==> src/rtl/can_bt_pkg.sv <==
package can_bt_pkg;

    localparam int DATA_W = 16;
    localparam int ADDR_W = 2;
    localparam int BRP_W  = 6;
    localparam int EXT_W  = 4;
    localparam int SJW_W  = 2;
    localparam int TS1_W  = 4;
    localparam int TS2_W  = 3;

    // derived sizes
    localparam int PRE_W  = BRP_W + EXT_W;
    localparam int MAX_NQ = 1 + (1 << TS1_W) + (1 << TS2_W);
    localparam int QC_W   = $clog2(MAX_NQ);

    // register addresses
    localparam logic [ADDR_W-1:0] A_CTRL   = 2'd0;
    localparam logic [ADDR_W-1:0] A_TIMING = 2'd1;
    localparam logic [ADDR_W-1:0] A_PREEXT = 2'd2;

    // control bit positions, decoded by software
    localparam int INIT_BIT = 0;
    localparam int CCE_BIT  = 6;

    typedef struct packed {
        logic [TS2_W-1:0] tseg2;
        logic [TS1_W-1:0] tseg1;
        logic [SJW_W-1:0] sjw;
        logic [BRP_W-1:0] brp;
    } timing_t;

    localparam int TIMING_W = $bits(timing_t);

    localparam timing_t TIMING_RST = '{tseg2: 3'd1, tseg1: 4'd2, sjw: 2'd0, brp: 6'd1};

    typedef struct packed {
        logic init;
        logic cce;
    } ctrl_t;

    typedef struct packed {
        logic tick;
        logic sample;
        logic bit_end;
    } strobe_t;

    // full prescaler field (divide factor minus one)
    function automatic logic [PRE_W-1:0] divide_m1(input timing_t t, input logic [EXT_W-1:0] e);
        return {e, t.brp};
    endfunction

    // first segment length in quanta, never below two
    function automatic logic [QC_W-1:0] tseg1_quanta(input logic [TS1_W-1:0] f);
        if (f == '0)
            return QC_W'(2);
        return QC_W'(f) + QC_W'(1);
    endfunction

    // second segment length in quanta
    function automatic logic [QC_W-1:0] tseg2_quanta(input logic [TS2_W-1:0] f);
        return QC_W'(f) + QC_W'(1);
    endfunction

endpackage

==> src/rtl/cbt_regs.sv <==
module cbt_regs
    import can_bt_pkg::*;
(
    input  logic              clk,
    input  logic              rst,
    input  logic              wr_en,
    input  logic [ADDR_W-1:0] wr_addr,
    input  logic [DATA_W-1:0] wr_data,
    input  logic [ADDR_W-1:0] rd_addr,
    output logic [DATA_W-1:0] rd_data,
    output ctrl_t             ctrl,
    output timing_t           timing,
    output logic [EXT_W-1:0]  pre_ext
);

    logic cfg_open;
    assign cfg_open = ctrl.init && ctrl.cce;

    always_ff @(posedge clk) begin
        if (rst) begin
            ctrl    <= '{init: 1'b1, cce: 1'b0};
            timing  <= TIMING_RST;
            pre_ext <= '0;
        end else if (wr_en) begin
            case (wr_addr)
                A_CTRL: begin
                    ctrl <= '{init: wr_data[INIT_BIT], cce: wr_data[CCE_BIT]};
                end
                A_TIMING: begin
                    if (cfg_open)
                        timing <= timing_t'(wr_data[TIMING_W-1:0]);
                end
                A_PREEXT: begin
                    if (cfg_open)
                        pre_ext <= wr_data[EXT_W-1:0];
                end
                default: ;
            endcase
        end
    end

    always_comb begin
        rd_data = '0;
        case (rd_addr)
            A_CTRL: begin
                rd_data[INIT_BIT] = ctrl.init;
                rd_data[CCE_BIT]  = ctrl.cce;
            end
            A_TIMING: rd_data[TIMING_W-1:0] = timing;
            A_PREEXT: rd_data[EXT_W-1:0]    = pre_ext;
            default:  rd_data = '0;
        endcase
    end

    logic unused_wr_bits;
    assign unused_wr_bits = ^wr_data[DATA_W-1:TIMING_W];

endmodule

==> src/rtl/cbt_prescaler.sv <==
module cbt_prescaler #(
    parameter int W = 10
) (
    input  logic         clk,
    input  logic         rst,
    input  logic         run,
    input  logic         restart,
    input  logic [W-1:0] div_m1,
    output logic         tick
);

    logic [W-1:0] cnt;
    logic         at_end;

    assign at_end = (cnt == div_m1);

    always_ff @(posedge clk) begin
        if (rst || !run || restart)
            cnt <= '0;
        else if (at_end)
            cnt <= '0;
        else
            cnt <= cnt + 1'b1;
    end

    assign tick = run && !restart && at_end;

endmodule

==> src/rtl/cbt_quanta.sv <==
module cbt_quanta #(
    parameter int W = 5
) (
    input  logic         clk,
    input  logic         rst,
    input  logic         run,
    input  logic         restart,
    input  logic         tick,
    input  logic [W-1:0] t1q,
    input  logic [W-1:0] last,
    output logic         sample,
    output logic         bit_end
);

    logic [W-1:0] qidx;

    always_ff @(posedge clk) begin
        if (rst || !run || restart)
            qidx <= '0;
        else if (tick)
            qidx <= (qidx == last) ? '0 : qidx + 1'b1;
    end

    assign sample  = tick && (qidx == t1q);
    assign bit_end = tick && (qidx == last);

endmodule

==> src/rtl/can_bit_timing.sv <==
module can_bit_timing
    import can_bt_pkg::*;
(
    input  logic              clk,
    input  logic              rst,
    input  logic              wr_en,
    input  logic [ADDR_W-1:0] wr_addr,
    input  logic [DATA_W-1:0] wr_data,
    input  logic [ADDR_W-1:0] rd_addr,
    output logic [DATA_W-1:0] rd_data,
    input  logic              hard_sync,
    output logic              tq_tick,
    output logic              sample_stb,
    output logic              bit_end_stb,
    output logic [SJW_W-1:0]  sjw_out
);

    ctrl_t            ctrl;
    timing_t          timing;
    logic [EXT_W-1:0] pre_ext;
    logic             run;
    logic [PRE_W-1:0] div_m1;
    logic [QC_W-1:0]  t1q;
    logic [QC_W-1:0]  t2q;
    logic [QC_W-1:0]  last_q;
    strobe_t          stb;

    cbt_regs u_regs (
        .clk     (clk),
        .rst     (rst),
        .wr_en   (wr_en),
        .wr_addr (wr_addr),
        .wr_data (wr_data),
        .rd_addr (rd_addr),
        .rd_data (rd_data),
        .ctrl    (ctrl),
        .timing  (timing),
        .pre_ext (pre_ext)
    );

    assign run    = !ctrl.init;
    assign div_m1 = divide_m1(timing, pre_ext);
    assign t1q    = tseg1_quanta(timing.tseg1);
    assign t2q    = tseg2_quanta(timing.tseg2);
    assign last_q = t1q + t2q;

    cbt_prescaler #(.W(PRE_W)) u_pre (
        .clk     (clk),
        .rst     (rst),
        .run     (run),
        .restart (hard_sync),
        .div_m1  (div_m1),
        .tick    (stb.tick)
    );

    cbt_quanta #(.W(QC_W)) u_seq (
        .clk     (clk),
        .rst     (rst),
        .run     (run),
        .restart (hard_sync),
        .tick    (stb.tick),
        .t1q     (t1q),
        .last    (last_q),
        .sample  (stb.sample),
        .bit_end (stb.bit_end)
    );

    assign tq_tick     = stb.tick;
    assign sample_stb  = stb.sample;
    assign bit_end_stb = stb.bit_end;
    assign sjw_out     = timing.sjw;

endmodule

==> config.mk <==
export PLATFORM = sky130hd
export DESIGN_NAME = can_bit_timing
export DESIGN_NICKNAME = d
export VERILOG_FILES = /design/src/rtl/can_bt_pkg.sv /design/src/rtl/cbt_regs.sv /design/src/rtl/cbt_prescaler.sv /design/src/rtl/cbt_quanta.sv /design/src/rtl/can_bit_timing.sv
export SDC_FILE = /design/constraint.sdc
export NUM_CORES = 1
export LEC_CHECK = 0
export BUFFER_PORTS_ARGS = -buffer_cell sky130_fd_sc_hd__buf_2
export CAP_MARGIN = 30
export CORE_ASPECT_RATIO = 1.25
export CORE_MARGIN = 2
export CORE_UTILIZATION = 50
export DETAILED_ROUTE_END_ITERATION = 8
export GPL_ROUTABILITY_DRIVEN = 0
export PLACE_DENSITY = 0.81
export SKIP_LAST_GASP = 1
export SLEW_MARGIN = 40
export SYNTH_ARGS = -nofsm -noshare
export SYNTH_HDL_FRONTEND = slang
export SYNTH_SLANG_ARGS = --single-unit
==> constraint.sdc <==
create_clock -name clk -period 3.2 [get_ports clk]
set_clock_uncertainty 0.1 [all_clocks]
set_input_delay 0.16 -clock clk [delete_from_list [all_inputs] [get_ports clk]]
set_output_delay 0.16 -clock clk [all_outputs]
set_load 0.02 [all_outputs]
==> results.yml, run 1 <==
critical_path:
  cp_required_ns: 2.94
  worstPathBufferInverterCount: 3
  endpoint_kind: "output port"
  crit_path_start_kind: "flop"
  max_stage_delay_ns: 0.41
  timing.setup.critical_path_class: "reg2out"
  crit_path_cell_trace: "inv_2 > ha_4 > nor3b_4 > or2_4 > ha_4 > fa_2 > inv_2 > a21oi_2 > or3_1 > a221oi_2 > and2_1 > buf_6"
  crit_slowest_cell: "fa_2"
  reg2reg_depth: 15
  crit_start: "u_regs.timing[9]"
  timing.critical_path.fanout_max: 3
  crit_family: "simple AND/OR/NAND/NOR gates"
  rrSetupSlack_ns: 0.12
  worstReg2RegEnd: "u_seq.qidx[2]"
  worst_r2r_startpoint: "u_regs.timing[9]"
  arrival_ns: 2.88
timing:
  fin_hold_ws_ns: 0.0114
  worst_pin_slew_ns: 0.694
  final_setup_vio_count: 0
  final_slew_violations: 0
  grt_setup_unrepaired: "yes"
  timing.slew.headroom_pct: 53.5
  final.period_utilization_pct: 98.1
  total_neg_setup_slack_ns: 0
  min_period_ns: 3.14
  final_hold_violations: 0
  max_freq_ghz: 0.319
cells_and_area:
  multiInputGateArea_mm2: 0.00131
  finish.utilization_pct: 62.0
  finish.net_count: 333
  areaGrowthSynthToFinish_pct: 20.5
  seqCellArea_um2: 723
  fillers: 401
  non_filler_cells_final: 351
  post_route_cells_drive_above_1_share_pct: 25.1
  n_antenna_cell: 0
yosys:
  share_of_the_synthesized_netlist_area_taken_by_xor_and_xnor_gates_pct: 12.2
  synth_area_per_inst_um2: 8.34
  post-synth-top-area-fraction_pct: 34.7
  post_syn_nets: 285
  yosys-top-cells-area: "dfxtp_1, xnor2_1, nand2_1"
  yosysTopAreaCell: "dfxtp_1"
  synth.most_common_cell: "nand2_1"
  synth_enable_flop_cells: 0
  post_synth_most_frequent_cells: "nand2_1, dfxtp_1, xnor2_1"
  synthesis.instances: 249
  yosysUniqueCellTypes: 41
  yosys_most_used_dff: "dfxtp_1"
  post_synth_and_or_nand_nor_area_fraction_pct: 25.1
  syn-cell-area_mm2: 0.00208
  synth_warnings: 0
  portion_of_netlist_area_occupied_by_mux_cells_pct: 4.34
  synth_top_family_by_area: "simple AND/OR/NAND/NOR gates"
  synth_area_in_compound_gates_pct: 10.9
  synth-seq-area-share_pct: 34.7
  arithmetic_cell_share_of_the_synthesized_area_counting_full_adders_half_adders_and_majority_gates_pct: 7.59
  synth-async-reset-ratio_pct: 0
  postSynthRegisterBits: 36
detailed_routing:
  route.detailed.wl_per_inst_um: 13.3
  postRouteAntennaNets: 0
  vias: 1859
  total_wire_length_um: 4680
  initialDrtViolationCount: 49
  detail_route.drc_violations: 0
  route.detailed.vias_per_inst: 5.30
  detail_route.first_pass.iterations: 4
power_and_ir_drop:
  p_per_area_mw_per_mm2: 318
  power.total_uw: 794
  ir_drop_mv: 0.251
  p_leak_uw: 0.00106
place:
  dp_cells: 338
  number_of_buffers_added_on_ports: 42
  hpwlAfterDp_um: 3380
clock_network:
  cts_sinks: 36
  cts_buffer_depth: 2
  cts_tree: "yes"
  cts_hold_repair.buffers: 0
  cts_made_buffers: 5
  clkLatencyLatePin_ns: 0.28
  clockRootBuffer: "clkbuf_8"
  cts.clk_slew.worst_paths_ns: 0.06
  cts_h_tree_depth: 2
global_route:
  first_global_vias: 1773
  grt_max_degree: 20
  antenna_found_initial: 0
  grt_remaining_overflow: 0
  grt_pass1_wl_um: 7520
  groute.usage.overall_pct: 20.7
min_path:
  holdPathEnd: "u_regs.timing[8]"
  worstHoldStart: "wr_data[8]"
  hold_path_depth: 3
  hp-class: "in2reg"
die:
  die_x_um: 61.6
  ios: 45
  rows: 26
  die_height_um: 76.0
  start_util_pct: 51.5
  floorplan.die_area_mm2: 0.00469
  coreArea_mm2: 0.00403
run_status:
  outcome: "completed"
run:
  cap_violations: 0
==> per-layer routing <==
metal | routed length, µm | vias up | track usage, %
met5 | 0 | - | 0
met1 | 1870 | 870 | 23.5
li1 | - | 927 | -
met4 | 66 | 0 | 6.17
met3 | 209 | 6 | 5.43
met2 | 2540 | 56 | 36.4
==> worst max-delay path by stage <==
stage,end,cells past startpoint
2_1_floorplan,bit_end_stb,11
3_3_place_gp,bit_end_stb,12
3_5_place_dp,bit_end_stb,12
4_1_cts,bit_end_stb,12
5_1_grt,bit_end_stb,12
6_report,bit_end_stb,12
==> logic make-up (layout without fill, tap and decap cells) <==
kind of cell | count (synthesis) | in the layout
buffers and inverters | 22 | 68
muxes | 9 | 9
and+or+nand+nor | 105 | 105
other | 1 | 1
DFF | 36 | 36
AOI/OAI and AO/OA | 35 | 35
xor gates and xnor gates | 29 | 29
adders and majority gates | 12 | 12
==> state kept, by name, indices dropped and copies added, names as in the netlist <==
name / flops
u_regs.timing: 15
u_regs.pre_ext: 4
u_pre.cnt: 10
u_regs.ctrl: 2
u_seq.qidx: 5
==> area by class of cell <==
type / instances / area share, %
repair buffers: 52 / 11.7
well taps: 56 / 2.80
clock buffers: 5 / 2.75
inverters: 11 / 1.65
multi-input cells: 191 / 52.2
flip-flops and latches: 36 / 28.9
==> cell usage in the layout, fill, tap and decap left out, types with 8 or more instances in the layout <==
cell type / count
dfxtp_1: 34
and2_1: 13
a21oi_1: 12
ha_1: 9
mux2i_1: 9
buf_4: 10
buf_2: 41
xnor2_1: 19
nand2_1: 37
nor2_1: 17
inv_1: 8
xor2_1: 10
nand3_1: 8
==> tightest hold or removal path, stage by stage <==
cell and delay [ns]:
buf_2 0.09, nand2_1 0.05, a21oi_1 0.05
==> stage by stage <==
stage / cell area [µm²] / worst slack (ns)
detailed placement: 2310 / 0.123
CTS: 2420 / 0.0148
global placement: 2310 / 0.166
global route: 2500 / -0.0539
finish: 2500 / 0.0624
floorplan: 2080 / 0.197
==> what timing repair did <==
item | CTS | global route
resized for setup | 5 | 12
pin swaps | 1 | 6
setup buffers | 4 | 4
endpoints found under the setup margin | 1 | 6
==> power breakdown <==
group	leakage, µW	internal [µW]	switching [µW]
combinational	0.000736	24.1	32.2
clock	0.0000359	140	145
sequential	0.000290	450	2.70
Note: power is estimated with default switching activity, not from simulation.
==> inputs of run 2 (changes only) <==
==> constraint.sdc (replaced) <==
create_clock -name clk -period 3.8 [get_ports clk]
set_clock_uncertainty 0.1 [all_clocks]
set_input_delay 0.19 -clock clk [delete_from_list [all_inputs] [get_ports clk]]
set_output_delay 0.19 -clock clk [all_outputs]
set_load 0.02 [all_outputs]
==> run 2 against run 1 <==
Effect of this change: power fell by 16%; critical path depth rose by 1; largest power group unchanged; critical path type unchanged; sequential share of layout area rose by 1.4 points; global-route usage fell by 0.38 points; first-iteration DRC count rose by 18%; core utilization fell by 3.1 points; via count fell by 6.3%; count of clock-buffer cells in the layout did not move; final cell count fell by 2.6%; hold slack improved by 0.023 ns; clock power fell by 15%.
==> results.yml, run 2 (synthesized netlist as in run 1, its figures left out) <==
power_and_ir_drop:
  power.total_uw: 668
  p_leak_uw: 0.00102
  p_per_area_mw_per_mm2: 281
  ir_drop_mv: 0.178
die:
  start_util_pct: 51.5
  ios: 45
  die_x_um: 61.6
  rows: 26
  die_height_um: 76.0
  coreArea_mm2: 0.00403
  floorplan.die_area_mm2: 0.00469
global_route:
  grt_remaining_overflow: 0
  grt_pass1_wl_um: 7300
  first_global_vias: 1676
  antenna_found_initial: 0
  groute.usage.overall_pct: 20.4
  grt_max_degree: 20
critical_path:
  arrival_ns: 3.27
  crit_path_start_kind: "flop"
  cp_required_ns: 3.51
  endpoint_kind: "output port"
  timing.critical_path.fanout_max: 6
  timing.setup.critical_path_class: "reg2out"
clock_network:
  cts.clk_slew.worst_paths_ns: 0.07
  cts_made_buffers: 5
  postCtsSetupRepairBufs: 0
  cts.repair.resized: 0
  clkLatencyLatePin_ns: 0.29
  cts_buffer_depth: 2
  clockRootBuffer: "clkbuf_8"
  cts_tree: "yes"
  cts_sinks: 36
  cts_hold_repair.buffers: 0
  cts_h_tree_depth: 2
cells_and_area:
  largest_register_ff_count: 15
  fillers: 398
  biggest_register: "u_regs.timing"
  top_regs: "u_regs.timing (15), u_pre.cnt (10), u_seq.qidx (5)"
  layout_commonest_cell: "buf_2"
  multiInputGateArea_mm2: 0.00126
  areaGrowthSynthToFinish_pct: 14.5
  seqCellArea_um2: 721
  finish.net_count: 324
  n_antenna_cell: 0
  layout.cells.most_common_list: "buf_2, nand2_1, dfxtp_1, xnor2_1, nor2_1"
  post_route_cells_drive_above_1_share_pct: 18.9
timing:
  worst_pin_slew_ns: 0.662
  final.period_utilization_pct: 93.6
  max_freq_ghz: 0.281
  final_hold_violations: 0
  grt_setup_unrepaired: "no"
  min_period_ns: 3.56
  final_slew_violations: 0
  total_neg_setup_slack_ns: 0
  fin_hold_ws_ns: 0.0339
  final_setup_vio_count: 0
  timing.slew.headroom_pct: 55.6
detailed_routing:
  detail_route.first_pass.iterations: 4
  initialDrtViolationCount: 58
  route.detailed.vias_per_inst: 5.09
  detail_route.drc_violations: 0
  total_wire_length_um: 4300
  route.detailed.wl_per_inst_um: 12.6
  postRouteAntennaNets: 0
  vias: 1742
place:
  hpwlAfterDp_um: 3290
  number_of_buffers_added_on_ports: 42
run_status:
  outcome: "completed"
run:
  cap_violations: 0
min_path:
  hp-class: "in2reg"
run 2: critical path: stages, from the launching register on:
cell	delay, ns
dfxtp_1	0.40
inv_1	0.06
ha_1	0.20
nor3b_1	0.15
or2_2	0.30
ha_1	0.22
fa_1	0.41
inv_1	0.07
a21oi_1	0.06
or3_1	0.37
a221oi_2	0.27
buf_4	0.19
and2_1	0.12
buf_2	0.16
run 2: layout make-up:
class,instances,share of cell area (%)
Sequential cell,36,30.3
Timing Repair Buffer,43,9.16
Multi-Input combinational cell,191,52.9
Clock buffer,5,2.89
Tap cell,56,2.95
Inverter,11,1.74
run 2: worst paths after layout:
| check | from | endpoint | slack (ns) | cells after the start |
|---|---|---|---|---|
| worst max-delay path | u_regs.timing[8] | bit_end_stb | 0.24 | 13 |
| worst min register to register | u_regs.timing[7] | u_regs.timing[7] | 0.36 | 2 |
| worst max register to register | u_regs.timing[8] | u_seq.qidx[2] | 0.75 | 12 |
| worst min-delay path | wr_data[12] | u_regs.timing[12] | 0.03 | 3 |
run 2: report_power, final:
group / total, µW / switching (µW) / internal (µW)
clock network: 242 / 124 / 118
registers: 381 / 2.24 / 379
logic: 45.0 / 25.9 / 19.1
total: 668 / 152 / 516
run 2: metrics by stage:
step	area, µm²	worst slack (ns)	std cells	util (%)
floorplan	2080	0.767	249	-
global placement	2300	0.639	337	57.1
detailed placement	2300	0.545	337	57.1
CTS	2370	0.228	342	58.8
global route	2380	0.0342	342	58.9
finish	2380	0.242	342	58.9
run 2: layer usage:
metal	track usage (%)	vias to the layer above	share of wire, %
met5	0	-	0
met3	5.09	5	3.7
li1	-	905	-
met4	8.51	0	2.0
met1	24.2	797	43
met2	33.6	35	52
==> inputs of run 3 (changes only) <==
--- a/config.mk
+++ b/config.mk
@@ -12,9 +12,10 @@
 export CORE_UTILIZATION = 50
 export DETAILED_ROUTE_END_ITERATION = 8
 export GPL_ROUTABILITY_DRIVEN = 0
-export PLACE_DENSITY = 0.81
+export PLACE_DENSITY = 0.8
 export SKIP_LAST_GASP = 1
 export SLEW_MARGIN = 40
 export SYNTH_ARGS = -nofsm -noshare
 export SYNTH_HDL_FRONTEND = slang
+export SYNTH_HIERARCHICAL = 1
 export SYNTH_SLANG_ARGS = --single-unit
==> constraint.sdc (replaced) <==
create_clock -name clk -period 3.8 [get_ports clk]
set_clock_uncertainty 0.1 [all_clocks]
set_input_delay 0.19 -clock clk [delete_from_list [all_inputs] [get_ports clk]]
set_output_delay 0.19 -clock clk [all_outputs]
set_load 0.005 [all_outputs]
==> run 3 against run 2 <==
Effect of this change: first-iteration DRC count up 8.6%; critical path depth up 1; non-clock buffer count unchanged; largest power group unchanged.
==> results.yml, run 3 <==
die:
  rows: 27
  coreArea_mm2: 0.00443
  start_util_pct: 52.0
  die_x_um: 64.7
  floorplan.die_area_mm2: 0.00516
  ios: 45
  die_height_um: 79.8
place:
  hpwlAfterDp_um: 3400
  preCtsSetupSlack_ns: 0.848
  number_of_buffers_added_on_ports: 42
cells_and_area:
  biggest_register: "u_regs/timing"
  top_regs: "u_regs/timing (15), u_pre/cnt (10), u_seq/qidx (5)"
  areaGrowthSynthToFinish_pct: 14.2
  layout.cells.most_common_list: "buf_2, dfxtp_1, nand2b_1, nor2_1, xor2_1"
  largest_register_ff_count: 15
  finish.net_count: 329
  layout_commonest_cell: "buf_2"
  n_antenna_cell: 0
  post_route_cells_drive_above_1_share_pct: 21.1
yosys:
  yosysUniqueCellTypes: 40
  syn-cell-area_mm2: 0.00230
  synth.most_common_cell: "dfxtp_1"
  synthesis.instances: 255
  post_synth_most_frequent_cells: "dfxtp_1, nand2b_1, nor2_1"
  synth_enable_flop_cells: 0
  synth-async-reset-ratio_pct: 0
  yosysTopAreaCell: "dfxtp_1"
  synth_warnings: 6
  synth_area_per_inst_um2: 9.02
  post_syn_nets: 291
  yosys-top-cells-area: "dfxtp_1, mux2i_1, xor2_1"
  post-synth-top-area-fraction_pct: 31.3
  postSynthRegisterBits: 36
  yosys_most_used_dff: "dfxtp_1"
  synth-seq-area-share_pct: 31.3
detailed_routing:
  dr_wl_met3_um: 118
  postRouteAntennaNets: 0
  initialDrtViolationCount: 63
  vias: 1785
  route.detailed.wl_per_inst_um: 12.6
  highest-signal-layer: "met4"
  detail_route.drc_violations: 0
  routedLengthMet1_um: 1920
  routed-wl-met2_um: 2330
  total_wire_length_um: 4450
  route.detailed.vias_per_inst: 5.07
  detail_route.first_pass.iterations: 4
global_route:
  first_global_vias: 1774
  grt_remaining_overflow: 0
  grt_pass1_wl_um: 7660
  groute.usage.overall_pct: 18.9
  antenna_found_initial: 0
  grt_max_degree: 40
power_and_ir_drop:
  p_per_area_mw_per_mm2: 304
  ir_drop_mv: 0.259
  p_leak_uw: 0.00116
timing:
  final_hold_violations: 0
  final_setup_vio_count: 0
  min_period_ns: 3.27
  final_critical_path_setup_slack_ns: 0.533
  total_neg_setup_slack_ns: 0
  max_freq_ghz: 0.306
  worst_pin_slew_ns: 0.531
  timing.slew.headroom_pct: 64.4
  grt_setup_unrepaired: "no"
  final_slew_violations: 0
  final.period_utilization_pct: 86.0
clock_network:
  cts_hold_repair.buffers: 0
  clockRootBuffer: "clkbuf_8"
  cts.repair.resized: 0
  cts_made_buffers: 5
  cts_buffer_depth: 2
  cts_h_tree_depth: 2
  cts.clk_slew.worst_paths_ns: 0.07
  postCtsSetupRepairBufs: 0
  clkLatencyLatePin_ns: 0.29
  cts_tree: "yes"
  cts_sinks: 36
critical_path:
  timing.setup.critical_path_class: "reg2out"
  cp_required_ns: 3.51
  arrival_ns: 2.98
  rrSetupSlack_ns: 1.03
  endpoint_kind: "output port"
  crit_path_start_kind: "flop"
  timing.critical_path.fanout_max: 6
run_status:
  outcome: "completed"
run:
  cap_violations: 0
min_path:
  hp-class: "in2reg"
-- run 3: changes by cell type after synthesis, moves of 3 or more --
cell,before,now
or3_1,3,0
a21oi_1,13,2
and3_1,7,2
buf_4,5,1
nand2_1,37,3
nor2_1,18,25
o21ai_0,6,2
xnor2_1,19,11
inv_1,11,18
nand2b_1,0,31
nor4_1,0,3
mux2i_1,9,21
buf_6,0,3
xor2_1,10,23
-- run 3: power by group --
group	switching (µW)	internal, µW
registers	2.40	379
logic	25.1	26.2
clock network	135	232
-- run 3: final timing paths --
kind                                       start                to  cells past startpoint
worst min-delay path                  wr_data[9]  u_regs/timing[9]                      3
worst max register to register  u_regs/timing[8]     u_seq/qidx[2]                     13
worst max-delay path            u_regs/timing[8]       bit_end_stb                     14
worst min register to register  u_regs/timing[7]  u_regs/timing[7]                      2
-- run 3: final cells by class --
class / instances / area [µm²]
fillers: 382 / 1800
flip-flops and latches: 36 / 721
well taps: 58 / 72.6
inverters: 18 / 67.6
multi-input cells: 189 / 1420
clock buffers: 7 / 96.3
clock inverters: 1 / 30.0
repair buffers: 43 / 218
-- run 3: worst max-delay path, cell delays in order, from the launching register on --
cell      delay, ns
dfxtp_1        0.40
inv_1          0.08
ha_1           0.20
nand2b_1       0.11
o21ai_0        0.12
ha_1           0.24
fa_1           0.41
inv_1          0.07
a21oi_1        0.06
nor2_1         0.12
xor2_1         0.18
xor2_1         0.12
nor4_4         0.28
and2_1         0.18
buf_2          0.10
-- run 3: routing by layer --
layer | vias to the layer above | GRT usage (%)
li1 | 910 | -
met1 | 842 | 22.2
met2 | 24 | 33.1
met3 | 9 | 4.09
met4 | 0 | 7.45
met5 | - | 0
-- run 3: cell families (layout without fill, tap and decap cells) --
family / Yosys count / count (layout) / synth area share [%]
compound gates: 17 / 17 / 5.44
xor+xnor: 36 / 36 / 14.4
fa+ha+maj: 12 / 12 / 6.85
buf+inv: 30 / 69 / 6.80
flops: 36 / 36 / 31.3
mux: 21 / 21 / 9.14
other cells: 1 / 1 / 0.163
simple gates: 102 / 102 / 25.9
-- run 3: per-stage QoR --
stage / instance area (µm²) / hold WS (ns) / power [µW] / utilization (%) / std cells
2_1_floorplan: 2300 / 0.208 / 422 / - / 255
3_3_place_gp: 2500 / 0.345 / 441 / 56.5 / 344
3_5_place_dp: 2500 / 0.355 / 442 / 56.5 / 344
4_1_cts: 2630 / 0.0541 / 807 / 59.4 / 352
5_1_grt: 2630 / 0.0547 / 833 / 59.4 / 352
6_report: 2630 / 0.0530 / 800 / 59.4 / 352
